**config.mk**
```make
export PLATFORM = sky130hd
export DESIGN_NAME = oku_unlock_ctrl
export DESIGN_NICKNAME = d
export VERILOG_FILES = /design/src/rtl/oku_pkg.sv /design/src/rtl/oku_key_sr.sv /design/src/rtl/oku_key_match.sv /design/src/rtl/oku_seq.sv /design/src/rtl/oku_unlock_ctrl.sv
export SDC_FILE = /design/constraint.sdc
export NUM_CORES = 1
export LEC_CHECK = 0
export ABC_AREA = 1
export BUFFER_PORTS_ARGS = -buffer_cell sky130_fd_sc_hd__buf_2
export CORE_ASPECT_RATIO = 1.25
export CORE_MARGIN = 4
export CORE_UTILIZATION = 54
export CTS_CLUSTER_SIZE = 25
export DETAILED_ROUTE_END_ITERATION = 16
export PLACE_DENSITY_LB_ADDON = 0.12
export SYNTH_ARGS = -nofsm -noshare
export SYNTH_HDL_FRONTEND = slang
export SYNTH_SLANG_ARGS = --single-unit
```
**constraint.sdc**
```tcl
create_clock -name clk -period 1.9 [get_ports clk]
set_input_delay 0.475 -clock clk [delete_from_list [all_inputs] [get_ports clk]]
set_output_delay 0.475 -clock clk [all_outputs]
set_load 0.01 [all_outputs]
```
**src/rtl/oku_pkg.sv**
```systemverilog
package oku_pkg;

   // What the sequencer does with one qualified command.
   typedef enum logic [1:0] {
      CMD_IDLE  = 2'd0,
      CMD_CLEAR = 2'd1,
      CMD_SHIFT = 2'd2,
      CMD_CHECK = 2'd3
   } oku_cmd_e;

   // Decode the port controls with fixed priority: reset state, shift, update.
   function automatic oku_cmd_e decode_cmd(input logic tlr, input logic shift_en,
                                           input logic update_en);
      if (tlr)            return CMD_CLEAR;
      else if (shift_en)  return CMD_SHIFT;
      else if (update_en) return CMD_CHECK;
      else                return CMD_IDLE;
   endfunction

endpackage

```
**src/rtl/oku_key_sr.sv**
```systemverilog
module oku_key_sr
   import oku_pkg::*;
#(
   parameter int KEY_W     = 8,
   parameter bit LSB_FIRST = 1'b1
) (
   input  logic             clk,
   input  logic             rst_n,
   input  oku_cmd_e         cmd_i,
   input  logic             scan_in_i,
   output logic [KEY_W-1:0] key_o,
   output logic             scan_out_o
);

   logic [KEY_W-1:0] sr_q;
   logic [KEY_W-1:0] sr_shifted;

   generate
      if (LSB_FIRST) begin : g_lsb
         // New bits enter at the top and walk down to bit 0.
         assign sr_shifted = {scan_in_i, sr_q[KEY_W-1:1]};
         assign scan_out_o = sr_q[0];
      end else begin : g_msb
         assign sr_shifted = {sr_q[KEY_W-2:0], scan_in_i};
         assign scan_out_o = sr_q[KEY_W-1];
      end
   endgenerate

   always_ff @(posedge clk or negedge rst_n) begin
      if (!rst_n) begin
         sr_q <= '0;
      end else begin
         case (cmd_i)
            CMD_CLEAR: sr_q <= '0;
            CMD_SHIFT: sr_q <= sr_shifted;
            default:   sr_q <= sr_q;
         endcase
      end
   end

   assign key_o = sr_q;

endmodule

```
**src/rtl/oku_key_match.sv**
```systemverilog
module oku_key_match #(
   parameter int                           NUM_LOCKS = 3,
   parameter int                           KEY_W     = 8,
   parameter logic [NUM_LOCKS*KEY_W-1:0]   SECRETS   = '0,
   localparam int                          PTR_W     = $clog2(NUM_LOCKS + 1)
) (
   input  logic [KEY_W-1:0] key_i,
   input  logic [PTR_W-1:0] stage_i,
   output logic             stage_valid_o,
   output logic             match_o
);

   logic [KEY_W-1:0] secret_tbl [NUM_LOCKS];
   logic [KEY_W-1:0] secret_sel;

   genvar g;
   generate
      for (g = 0; g < NUM_LOCKS; g++) begin : g_tbl
         assign secret_tbl[g] = SECRETS[g*KEY_W +: KEY_W];
      end
   endgenerate

   always_comb begin
      secret_sel    = '0;
      stage_valid_o = 1'b0;
      for (int i = 0; i < NUM_LOCKS; i++) begin
         if (stage_i == PTR_W'(i)) begin
            secret_sel    = secret_tbl[i];
            stage_valid_o = 1'b1;
         end
      end
   end

   assign match_o = stage_valid_o && (key_i == secret_sel);

endmodule

```
**src/rtl/oku_seq.sv**
```systemverilog
module oku_seq
   import oku_pkg::*;
#(
   parameter int  NUM_LOCKS = 3,
   localparam int PTR_W     = $clog2(NUM_LOCKS + 1)
) (
   input  logic                 clk,
   input  logic                 rst_n,
   input  oku_cmd_e             cmd_i,
   input  logic                 stage_valid_i,
   input  logic                 match_i,
   output logic [PTR_W-1:0]     stage_o,
   output logic [NUM_LOCKS-1:0] pulse_o,
   output logic [NUM_LOCKS-1:0] released_o
);

   logic [PTR_W-1:0]     stage_q;
   logic [NUM_LOCKS-1:0] pulse_q;
   logic [NUM_LOCKS-1:0] rel_q;
   logic [NUM_LOCKS-1:0] stage_oh;
   logic                 check_now;

   genvar g;
   generate
      for (g = 0; g < NUM_LOCKS; g++) begin : g_oh
         assign stage_oh[g] = (stage_q == PTR_W'(g));
      end
   endgenerate

   assign check_now = (cmd_i == CMD_CHECK) && stage_valid_i;

   always_ff @(posedge clk or negedge rst_n) begin
      if (!rst_n) begin
         stage_q <= '0;
         pulse_q <= '0;
         rel_q   <= '0;
      end else begin
         pulse_q <= '0;
         if (check_now) begin
            if (match_i) begin
               pulse_q <= stage_oh;
               rel_q   <= rel_q | stage_oh;
               stage_q <= stage_q + PTR_W'(1);
            end else begin
               stage_q <= '0;
            end
         end
      end
   end

   assign stage_o    = stage_q;
   assign pulse_o    = pulse_q;
   assign released_o = rel_q;

endmodule

```
**src/rtl/oku_unlock_ctrl.sv**
```systemverilog
module oku_unlock_ctrl
   import oku_pkg::*;
#(
   parameter int                         NUM_LOCKS   = 3,
   parameter int                         KEY_W       = 8,
   parameter logic [NUM_LOCKS*KEY_W-1:0] SECRETS     = {8'hC3, 8'h5A, 8'h96},
   parameter int                         IR_LOCK_IDX = NUM_LOCKS - 1,
   parameter bit                         LSB_FIRST   = 1'b1
) (
   input  logic                 clk,
   input  logic                 rst_n,
   input  logic                 tlr_i,
   input  logic                 shift_en_i,
   input  logic                 update_en_i,
   input  logic                 scan_in_i,
   output logic                 scan_out_o,
   output logic [NUM_LOCKS-1:0] sreset_o,
   output logic [NUM_LOCKS-1:0] lock_o,
   output logic                 ir_open_o
);

   localparam int PTR_W = $clog2(NUM_LOCKS + 1);

   generate
      if (NUM_LOCKS < 1) begin : g_bad_locks
         $error("NUM_LOCKS must be at least 1");
      end
      if (KEY_W < 2) begin : g_bad_key
         $error("KEY_W must be at least 2");
      end
      if (IR_LOCK_IDX < 0 || IR_LOCK_IDX >= NUM_LOCKS) begin : g_bad_ir
         $error("IR_LOCK_IDX must name an existing lock");
      end
   endgenerate

   oku_cmd_e             cmd;
   logic [KEY_W-1:0]     key;
   logic [PTR_W-1:0]     stage;
   logic                 stage_valid;
   logic                 match;
   logic [NUM_LOCKS-1:0] released;

   assign cmd = decode_cmd(tlr_i, shift_en_i, update_en_i);

   oku_key_sr #(
      .KEY_W     (KEY_W),
      .LSB_FIRST (LSB_FIRST)
   ) u_key_sr (
      .clk        (clk),
      .rst_n      (rst_n),
      .cmd_i      (cmd),
      .scan_in_i  (scan_in_i),
      .key_o      (key),
      .scan_out_o (scan_out_o)
   );

   oku_key_match #(
      .NUM_LOCKS (NUM_LOCKS),
      .KEY_W     (KEY_W),
      .SECRETS   (SECRETS)
   ) u_match (
      .key_i         (key),
      .stage_i       (stage),
      .stage_valid_o (stage_valid),
      .match_o       (match)
   );

   oku_seq #(
      .NUM_LOCKS (NUM_LOCKS)
   ) u_seq (
      .clk           (clk),
      .rst_n         (rst_n),
      .cmd_i         (cmd),
      .stage_valid_i (stage_valid),
      .match_i       (match),
      .stage_o       (stage),
      .pulse_o       (sreset_o),
      .released_o    (released)
   );

   assign lock_o    = ~released;
   assign ir_open_o = released[IR_LOCK_IDX];

endmodule

```
* Yosys cells after proc, flatten, opt, wreduce, memory -nomap -nowiden *
Index checks and enable logic that the tools add are counted.

storage, ports and cells
  bits in latches = 0
  flip-flop bits (word level) = 16
  bits in read-only memories = 0
  memories kept = 0
  bits in writable memories = 0
  output and inout port bits = 8
  logic and storage cells = 31

operators by class
  equal/unequal tests = 6
  div/mod/pow operators = 0
  bitwise logic cells = 2
  $lt $le $gt $ge = 0
  add/sub/neg operators = 1
  mux-type cells = 13
  multiply operators = 0
  reductions and logical operators = 5
  shift operators = 0

operator list
  kind                                                              number
  8-bit 2-to-1 mux                                                  3
  8-bit case mux with 2 select lines                                1
  8-bit == test                                                     1
  2-bit 2-to-1 mux                                                  4
  2-bit == test (second input constant)                             3
  3-bit 2-to-1 mux                                                  2
  2-bit by 1-bit == test with 1-bit output (second input constant)  2
  1-bit 2-to-1 mux                                                  3
  3-bit inverter                                                    1
  3-bit bitwise OR                                                  1
  2-bit by 1-bit adder with 2-bit output (second input constant)    1
  1-bit logical AND                                                 2
  2-bit zero test                                                   1
  2-bit AND reduction                                               1
  2-bit nonzero test                                                1

* Depth between registers and ports, before layout *
Gate-level depths: netlist of the first run.

  depth after elaboration = 8
  mapped depth = 10
  depth with buffers taken out = 10

* Hierarchy *
From an unflattened synthesis of the first run, not the netlist that was laid out.

unflattened totals
  cell total of the unflattened synthesis = 128
  area, all modules = 958.4 µm²

modules (own cells, without submodules)
  module           instances  sequential area each (µm²)  area an instance (µm²)  cells an instance
  oku_seq          1          200.2                       370.4                   36
  oku_key_sr       1          200.2                       344.1                   38
  oku_key_match    1          0.0                         210.2                   45
  oku_unlock_ctrl  1          0.0                         33.8                    9

* Least setup slack after synthesis of the first run *
No wires, ideal clock.

  path kind = in2reg
  start = input port shift_en_i
  end = register u_key_sr.sr_q[3] (netlist: u_key_sr.key_o[3])
  data arrival time = 1.364 ns
  stages on the path = 7
  path slack = 0.410 ns
  data required time = 1.774 ns
  buffers on the path = 1
  library setup time = 0.126 ns
  cells stage by stage = inv_1 a21oi_1 inv_1 ha_1 clkbuf_2 nand3_1 o21ai_0

on the way
  word-level cells in the longest chain between the ends = 4
  elaborated cells between the ends (all ways) = 6
  classes of those cells = 2 x eq/ne; 3 x mux; 1 x reduce/logical

RTL lines
  what                                                                       RTL line               RTL
  start: declaration                                                         oku_unlock_ctrl.sv:13  input logic shift_en_i,
  2-bit 2-to-1 mux *                                                         oku_pkg.sv:15          else if (shift_en) return CMD_SHIFT;
  2-bit 2-to-1 mux *                                                         oku_pkg.sv:14          if (tlr) return CMD_CLEAR;
  2-bit == test or 2-bit by 1-bit == test with 1-bit output (tied branches)  oku_key_sr.sv:33       case (cmd_i)
  8-bit case mux with 2 select lines or 2-bit nonzero test (tied branches)   n/a
  end signal: assignment                                                     oku_key_sr.sv:35       CMD_SHIFT: sr_q <= sr_shifted;
  end signal: assignment                                                     oku_key_sr.sv:36       default: sr_q <= sr_q;
  end: declaration                                                           oku_key_sr.sv:15       logic [KEY_W-1:0] sr_q;

Mark *: on every way between the ends. The rest lies on a longest branch, timed or not.
A chain may end at the register's enable or synchronous reset.

* Worst setup path in the final report of the first run *
  start = register u_seq.stage_q[1] (netlist: u_seq.stage_o[1])
  end = register u_seq.stage_q[1] (netlist: u_seq.stage_o[1])

on the way
  word-level cells in the longest chain between the ends = 7
  elaborated cells between the ends (all ways) = 14
  classes of those cells = 1 x add/sub; 3 x eq/ne; 7 x mux; 3 x reduce/logical

RTL lines
  what                           RTL line             RTL
  start: declaration             oku_seq.sv:17        logic [PTR_W-1:0] stage_q;
  start signal: assignment       oku_seq.sv:43        stage_q <= stage_q + PTR_W'(1);
  2-bit zero test                oku_key_match.sv:27  if (stage_i == PTR_W'(i)) begin
  8-bit 2-to-1 mux (3 in a row)  oku_key_match.sv:27
  8-bit == test                  oku_key_match.sv:34  assign match_o = stage_valid_o && (key_i == secret_sel);
  1-bit logical AND              oku_key_match.sv:34
  2-bit 2-to-1 mux               oku_seq.sv:40        if (match_i) begin

Parallel ways exist; a longest one is shown, timed or not.

==> run summary, run 1 <==
Post-synth EDFFs = 0
max incr delay on CP = 0.47 ns
CP Depth = 8
Slew Viols, Final = 0
Layout area overhead = 13.0%
io pins = 14
Reg2Reg Setup Slack = 0.32 ns
WL met1 = 785 µm
Area contributors post-synth = dfrtp_1 42%, ha_1 12%, nand2_1 11%, inv_1 9.6%, nand3_1 8.0%
post-synthesis cell type count = 16
Core Region = 1600 µm²
CTS tree = built
post-CTS sizing = 0
Post-synth top flop = dfrtp_1
worst path bufs/invs = 2
RR Startpoint = u_seq.stage_o[1]
critical path type = reg2reg
Worst-Margin Slew = 0.405 ns
nets = 154
YS warnings = 0
ANT nets after route = 0
initial antenna violation count = 0
GRT overflow = 0
worst endpoint required time = 2.14 ns
Power Density = 579 nW/µm²
Fin. Hold Viols = 0
Residual DRC = 0
Routability Congestion = 0.759
via-per-instance ratio = 5.07
met3 wire length = 80 µm
Peak VDD IR = 0.501 mV
wire per inst = 11.3 µm
Cell Chain, Critical Path = inv_1, ha_1, inv_1, a21oi_1, nand2_1, nor2_2, nand3_1, nand2_1
cts hold-fix bufs = 0
Antenna Cells = 0
CP endpoint kind = flip-flop
Mapped Nets = 137
largest net degree at the start of global routing = 17
Worst setup endpoint = u_seq.stage_o[1]
period utilization = 0.833
clock root buffer master = clkbuf_4
PortBufs = 13
largest area contributor in the netlist = dfrtp_1
Syn Std Cell Area = 942 µm²
crit path launch = u_seq.stage_o[1]
async set or reset register ratio after synthesis = 1.00
Critical Path AT = 1.82 ns
CP delay by family, top = flip-flops
worst hold path class = in2async
Final Setup Violations = 0
sequential element share of the synthesized area = 0.425
Layout Utilization = 0.665
die width = 45.4 µm
met2 wire length = 848 µm
multi-input logic area = 443 µm²
Total GRT Usage = 0.174
syn_area_per_cell = 7.72 µm²
share of the synthesized area in the top cell type = 0.425
max_slew headroom = 0.730
Die Ht = 54.7 µm
Max Freq = 632 MHz
Vias = 791
FILL cells = 143
total wire length = 1.76 mm
Synth Instances = 122
number of synthesized register bits = 16
R2R Path End = u_seq.stage_o[1]
post-CTS setup buffers = 0
TritonCTS Sinks = 16
row count = 16
1st-pass router iterations = 4
register area = 400 µm²
CTS Buf Count = 3
most frequent cells after synthesis = 27 x nand2_1, 24 x inv_1, 16 x dfrtp_1
FF-to-FF path depth = 8
crit-path max FO = 6
Die ar. = 2480 µm²
startpoint types = flip-flop
global-route wire length before repair = 3.11 mm
top layer in use = met4
Initial Util = 0.588
DP HPWL = 1.37 mm
Worst Skew = 0.00249 ns
most common cell in the netlist = nand2_1
Clock transition at path regs = 0.10 ns
critical path's slowest cell = dfrtp_1
Max Cap Viol = 0
clock insertion delay at the later pin of the skew report = 0.29 ns
TNS Setup = 0 ns
fraction of layout cells with a size suffix above 1 = 0.174
status = finished clean
1st-iter DRT viols = 13
clock period minus worst slack = 1.58 ns
RSZ-0062 raised after global routing = no
vias in the first global route = 765
H-tree depth = 1
leakage power = 0.000557 µW
worst-case clock buffer depth = 2
[layout make-up]
class / count / share of cell area
clock buffers: 4 / 0.0341
repair buffers: 14 / 0.0682
multi-input cells: 80 / 0.416
well taps: 18 / 0.0212
inverters: 24 / 0.0846
flip-flops and latches: 16 / 0.376
[cells in the final DEF (no fill, tap or decap)]
| master | instances |
|---|---|
| nand2_1 | 27 |
| inv_1 | 24 |
| dfrtp_1 | 16 |
| nand3_1 | 15 |
| buf_2 | 13 |
| o21ai_0 | 9 |
| ha_1 | 9 |
| nor2_1 | 7 |
| a21oi_1 | 4 |
| nor2_2 | 4 |
| clkbuf_4 | 3 |
| xnor2_1 | 1 |
| nand2_2 | 1 |
| nand3_2 | 1 |
| or2_0 | 1 |
| nand4_1 | 1 |
| clkbuf_8 | 1 |
| buf_4 | 1 |
[where the power goes]
group | total (µW) | internal [µW] | switching [µW]
Clock | 233 | 117 | 116
Sequential | 344 | 342 | 1.76
Combinational | 39.7 | 11.4 | 28.3
Total | 616 | 470 | 146
[registers in the layout, summed over array words and instances (netlist names)]
signal / count
u_key_sr.key_o: 8
u_seq.stage_o: 2
u_seq.pulse_o: 3
u_seq.released_o: 3
[worst min-delay path by stage]
stage | startpoint | to | slack, ns
after floorplan | rst_n | u_key_sr.key_o[0] | 0.18
after global placement | rst_n | u_seq.pulse_o[2] | 0.40
after detailed placement | rst_n | u_seq.pulse_o[2] | 0.41
after CTS | rst_n | u_seq.pulse_o[2] | 0.08
after global routing | rst_n | u_seq.pulse_o[2] | 0.09
final | rst_n | u_seq.pulse_o[0] | 0.07
[stage by stage]
| stage | cells | total power (µW) | worst slack [ns] | area (µm²) | hold slack (ns) |
|---|---|---|---|---|---|
| after floorplan | 122 | 374 | 0.410 | 942 | 0.179 |
| after global placement | 152 | 388 | 0.283 | 1030 | 0.399 |
| after detailed placement | 152 | 391 | 0.219 | 1030 | 0.405 |
| after CTS | 156 | 619 | 0.315 | 1060 | 0.0824 |
| after global routing | 156 | 639 | 0.166 | 1060 | 0.0872 |
| final | 156 | 616 | 0.318 | 1060 | 0.0706 |
[logic make-up after synthesis]
| kind of cell | synth area share |
|---|---|
| and+or+nand+nor | 0.272 |
| buffers and inverters | 0.105 |
| DFF | 0.425 |
| AOI/OAI and AO/OA | 0.0691 |
| adders and majority gates | 0.120 |
| xor gates and xnor gates | 0.00930 |
[worst register-to-register path, cell delays in order, from the launching register on]
cell,delay (ns)
dfrtp_1,0.47
inv_1,0.11
ha_1,0.34
inv_1,0.07
a21oi_1,0.13
nand2_1,0.08
nor2_2,0.15
nand3_1,0.11
nand2_1,0.07
[layer usage]
metal  GRT usage  vias up
met5           0        -
met4       0.117        0
met3      0.0296        5
met2       0.297       18
met1       0.195      358
li1            -      410
(Power assumes the default switching activity.)
==> run 2, diff against run 1 <==
--- a/config.mk
+++ b/config.mk
@@ -9,7 +9,7 @@
 export BUFFER_PORTS_ARGS = -buffer_cell sky130_fd_sc_hd__buf_2
 export CORE_ASPECT_RATIO = 1.25
 export CORE_MARGIN = 4
-export CORE_UTILIZATION = 54
+export CORE_UTILIZATION = 49
 export CTS_CLUSTER_SIZE = 25
 export DETAILED_ROUTE_END_ITERATION = 16
 export PLACE_DENSITY_LB_ADDON = 0.12
==> constraint.sdc (replaced) <==
create_clock -name clk -period 1.4 [get_ports clk]
set_input_delay 0.35 -clock clk [delete_from_list [all_inputs] [get_ports clk]]
set_output_delay 0.35 -clock clk [all_outputs]
set_load 0.01 [all_outputs]
==> run summary, run 2 (same netlist as run 1, synthesis figures left out) <==
critical path type = reg2reg
worst endpoint required time = 1.64 ns (-0.50 ns)
wire per inst = 12.3 µm (+9.6%)
Max Cap Viol = 0 (unchanged)
H-tree depth = 1 (unchanged)
Max Freq = 687 MHz (+8.7%)
failing checks = setup timing
combinational share of power = 0.080 (+0.016)
startpoint types = flip-flop
nets = 162 (+5.2%)
Routability Congestion = 0.811 (+6.9%)
PortBufs = 13 (unchanged)
commonest non-fill, non-tap cell in the layout = nand2_1
worst-case clock buffer depth = 2 (unchanged)
Power Density = 691 nW/µm² (+19%)
status = finished with violations
Total GRT Usage = 0.171 (-0.00343)
fraction of layout cells with a size suffix above 1 = 0.377 (+0.203)
via-per-instance ratio = 5.06 (-0.20%)
DP HPWL = 1.43 mm (+4.3%)
Net Sw Frac = 0.243 (+0.00578)
TNS Setup = -0.321 ns (-0.321 ns)
Vias = 835 (+5.6%)
1st-iter DRT viols = 16 (+3)
pre-CTS setup slack = -0.150 ns (-0.369 ns)
Antenna Cells = 0 (unchanged)
clock insertion delay at the later pin of the skew report = 0.30 ns (about the same)
GRT overflow = 0 (unchanged)
Worst-Margin Slew = 0.376 ns (-0.0286 ns)
final worst slack = -0.0554 ns (-0.373 ns)
period utilization = 1.04 (+0.207)
Hold Slack = 0.287 ns (+0.216 ns)
Final Setup Violations = 8 (+8)
Seq pwr share = 0.545 (-0.013)
TritonCTS Sinks = 16 (unchanged)
CTS tree = built
clock power share = 0.375 (-0.003)
clock period minus worst slack = 1.46 ns (-0.127 ns)
Largest register FFs = 8 (unchanged)
ANT nets after route = 0 (unchanged)
global-route wire length before repair = 3.35 mm (+7.8%)
final cell count without fillers = 165 (+5.8%)
most frequent cells in the layout = 24 x nand2_1, 15 x inv_1, 15 x dfrtp_1
FILL cells = 144 (+0.70%)
Layout area overhead = 31.6%
vias in the first global route = 821 (+7.3%)
CP endpoint kind = flip-flop
Worst Skew = 0.00463 ns (+0.00213 ns)
total power = 856 µW (+39%)
total wire length = 2.04 mm (+16%)
Fin. Hold Viols = 0 (unchanged)
Die ar. = 2690 µm² (+8.5%)
Clock transition at path regs = 0.10 ns (about the same)
Residual DRC = 0 (unchanged)
CTS Buf Count = 3 (unchanged)
Core Region = 1790 µm² (+12%)
crit-path max FO = 4 (-2)
1st-pass router iterations = 4 (unchanged)
largest net degree at the start of global routing = 17 (unchanged)
Critical Path AT = 1.70 ns (-0.12 ns)
Peak VDD IR = 0.531 mV (+6.0%)
clock root buffer master = clkbuf_4
max_slew headroom = 0.749 (+0.0191)
leakage power = 0.000592 µW (+6.2%)
Initial Util = 0.527 (-0.0610)
switching pwr = 208 µW (+42%)
P_int = 648 µW (+38%)
Slew Viols, Final = 0 (unchanged)
die width = 47.2 µm (+4.1%)
RSZ-0062 raised after global routing = yes
initial antenna violation count = 0 (unchanged)
Die Ht = 57.0 µm (+4.3%)
row count = 17 (+1)
worst hold path class = in2reg
io pins = 14 (unchanged)
DP Cell Count = 158 (+3.9%)
==> run 2: power groups by stage <==
stage	Combinational [µW]	Clock [µW]	Sequential (µW)
final	68.3	321	467
after global routing	77.0	340	467
after CTS	67.9	320	467
after detailed placement	59.4	0	476
after global placement	56.9	0	475
after floorplan	33.0	0	475
==> run 2: through the flow <==
stage / cell area, µm² / utilization
2_1_floorplan: 942 / -
3_3_place_gp: 1070 / 0.597
3_5_place_dp: 1070 / 0.597
4_1_cts: 1210 / 0.677
5_1_grt: 1240 / 0.694
6_report: 1240 / 0.694
==> run 2: final timing paths <==
| kind | startpoint | endpoint | slack, ns | cells after the start |
|---|---|---|---|---|
| min in group asynchronous | rst_n | u_seq.pulse_o[1] | 0.47 | 2 |
| max in group asynchronous | rst_n | u_seq.stage_o[0] | 0.65 | 2 |
| worst max-delay path | u_seq.stage_o[0] | u_seq.pulse_o[2] | -0.06 | 6 |
| worst min-delay path | scan_in_i | u_key_sr.key_o[7] | 0.29 | 3 |
| worst max register to register | u_seq.stage_o[0] | u_seq.pulse_o[2] | -0.06 | 6 |
| worst min register to register | u_seq.released_o[1] | u_seq.released_o[1] | 0.46 | 2 |
==> run 2: timing repair <==
item,in CTS,in global routing
setup buffers,2,0
endpoints found under the setup margin,8,8
hold endpoints to repair,16,0
gates cloned,0,0
gates resized for setup,24,9
hold buffers,1,0
pin swaps,9,6
==> run 2: area by class of cell <==
type	instances	area (µm²)	share of cell area
multi-input cells	80	541	0.436
inverters	24	95.1	0.0767
clock buffers	4	36.3	0.0293
well taps	19	23.8	0.0192
flip-flops and latches	16	402	0.324
repair buffers	22	143	0.115
==> run 2: worst max-delay path: stages (launching register included) <==
cell and delay (ns):
dfrtp_2 0.47, buf_6 0.15, a21oi_1 0.30, nand2_1 0.15
nor2_4 0.11, nand3_2 0.10, nor2_1 0.11
==> run 2: routing by layer <==
| layer | routed length [µm] | vias up | GRT usage |
|---|---|---|---|
| li1 | - | 427 | - |
| met1 | 854 | 376 | 0.211 |
| met2 | 1030 | 25 | 0.264 |
| met3 | 89 | 7 | 0.0347 |
| met4 | 63 | 0 | 0.0949 |
| met5 | 0 | - | 0 |
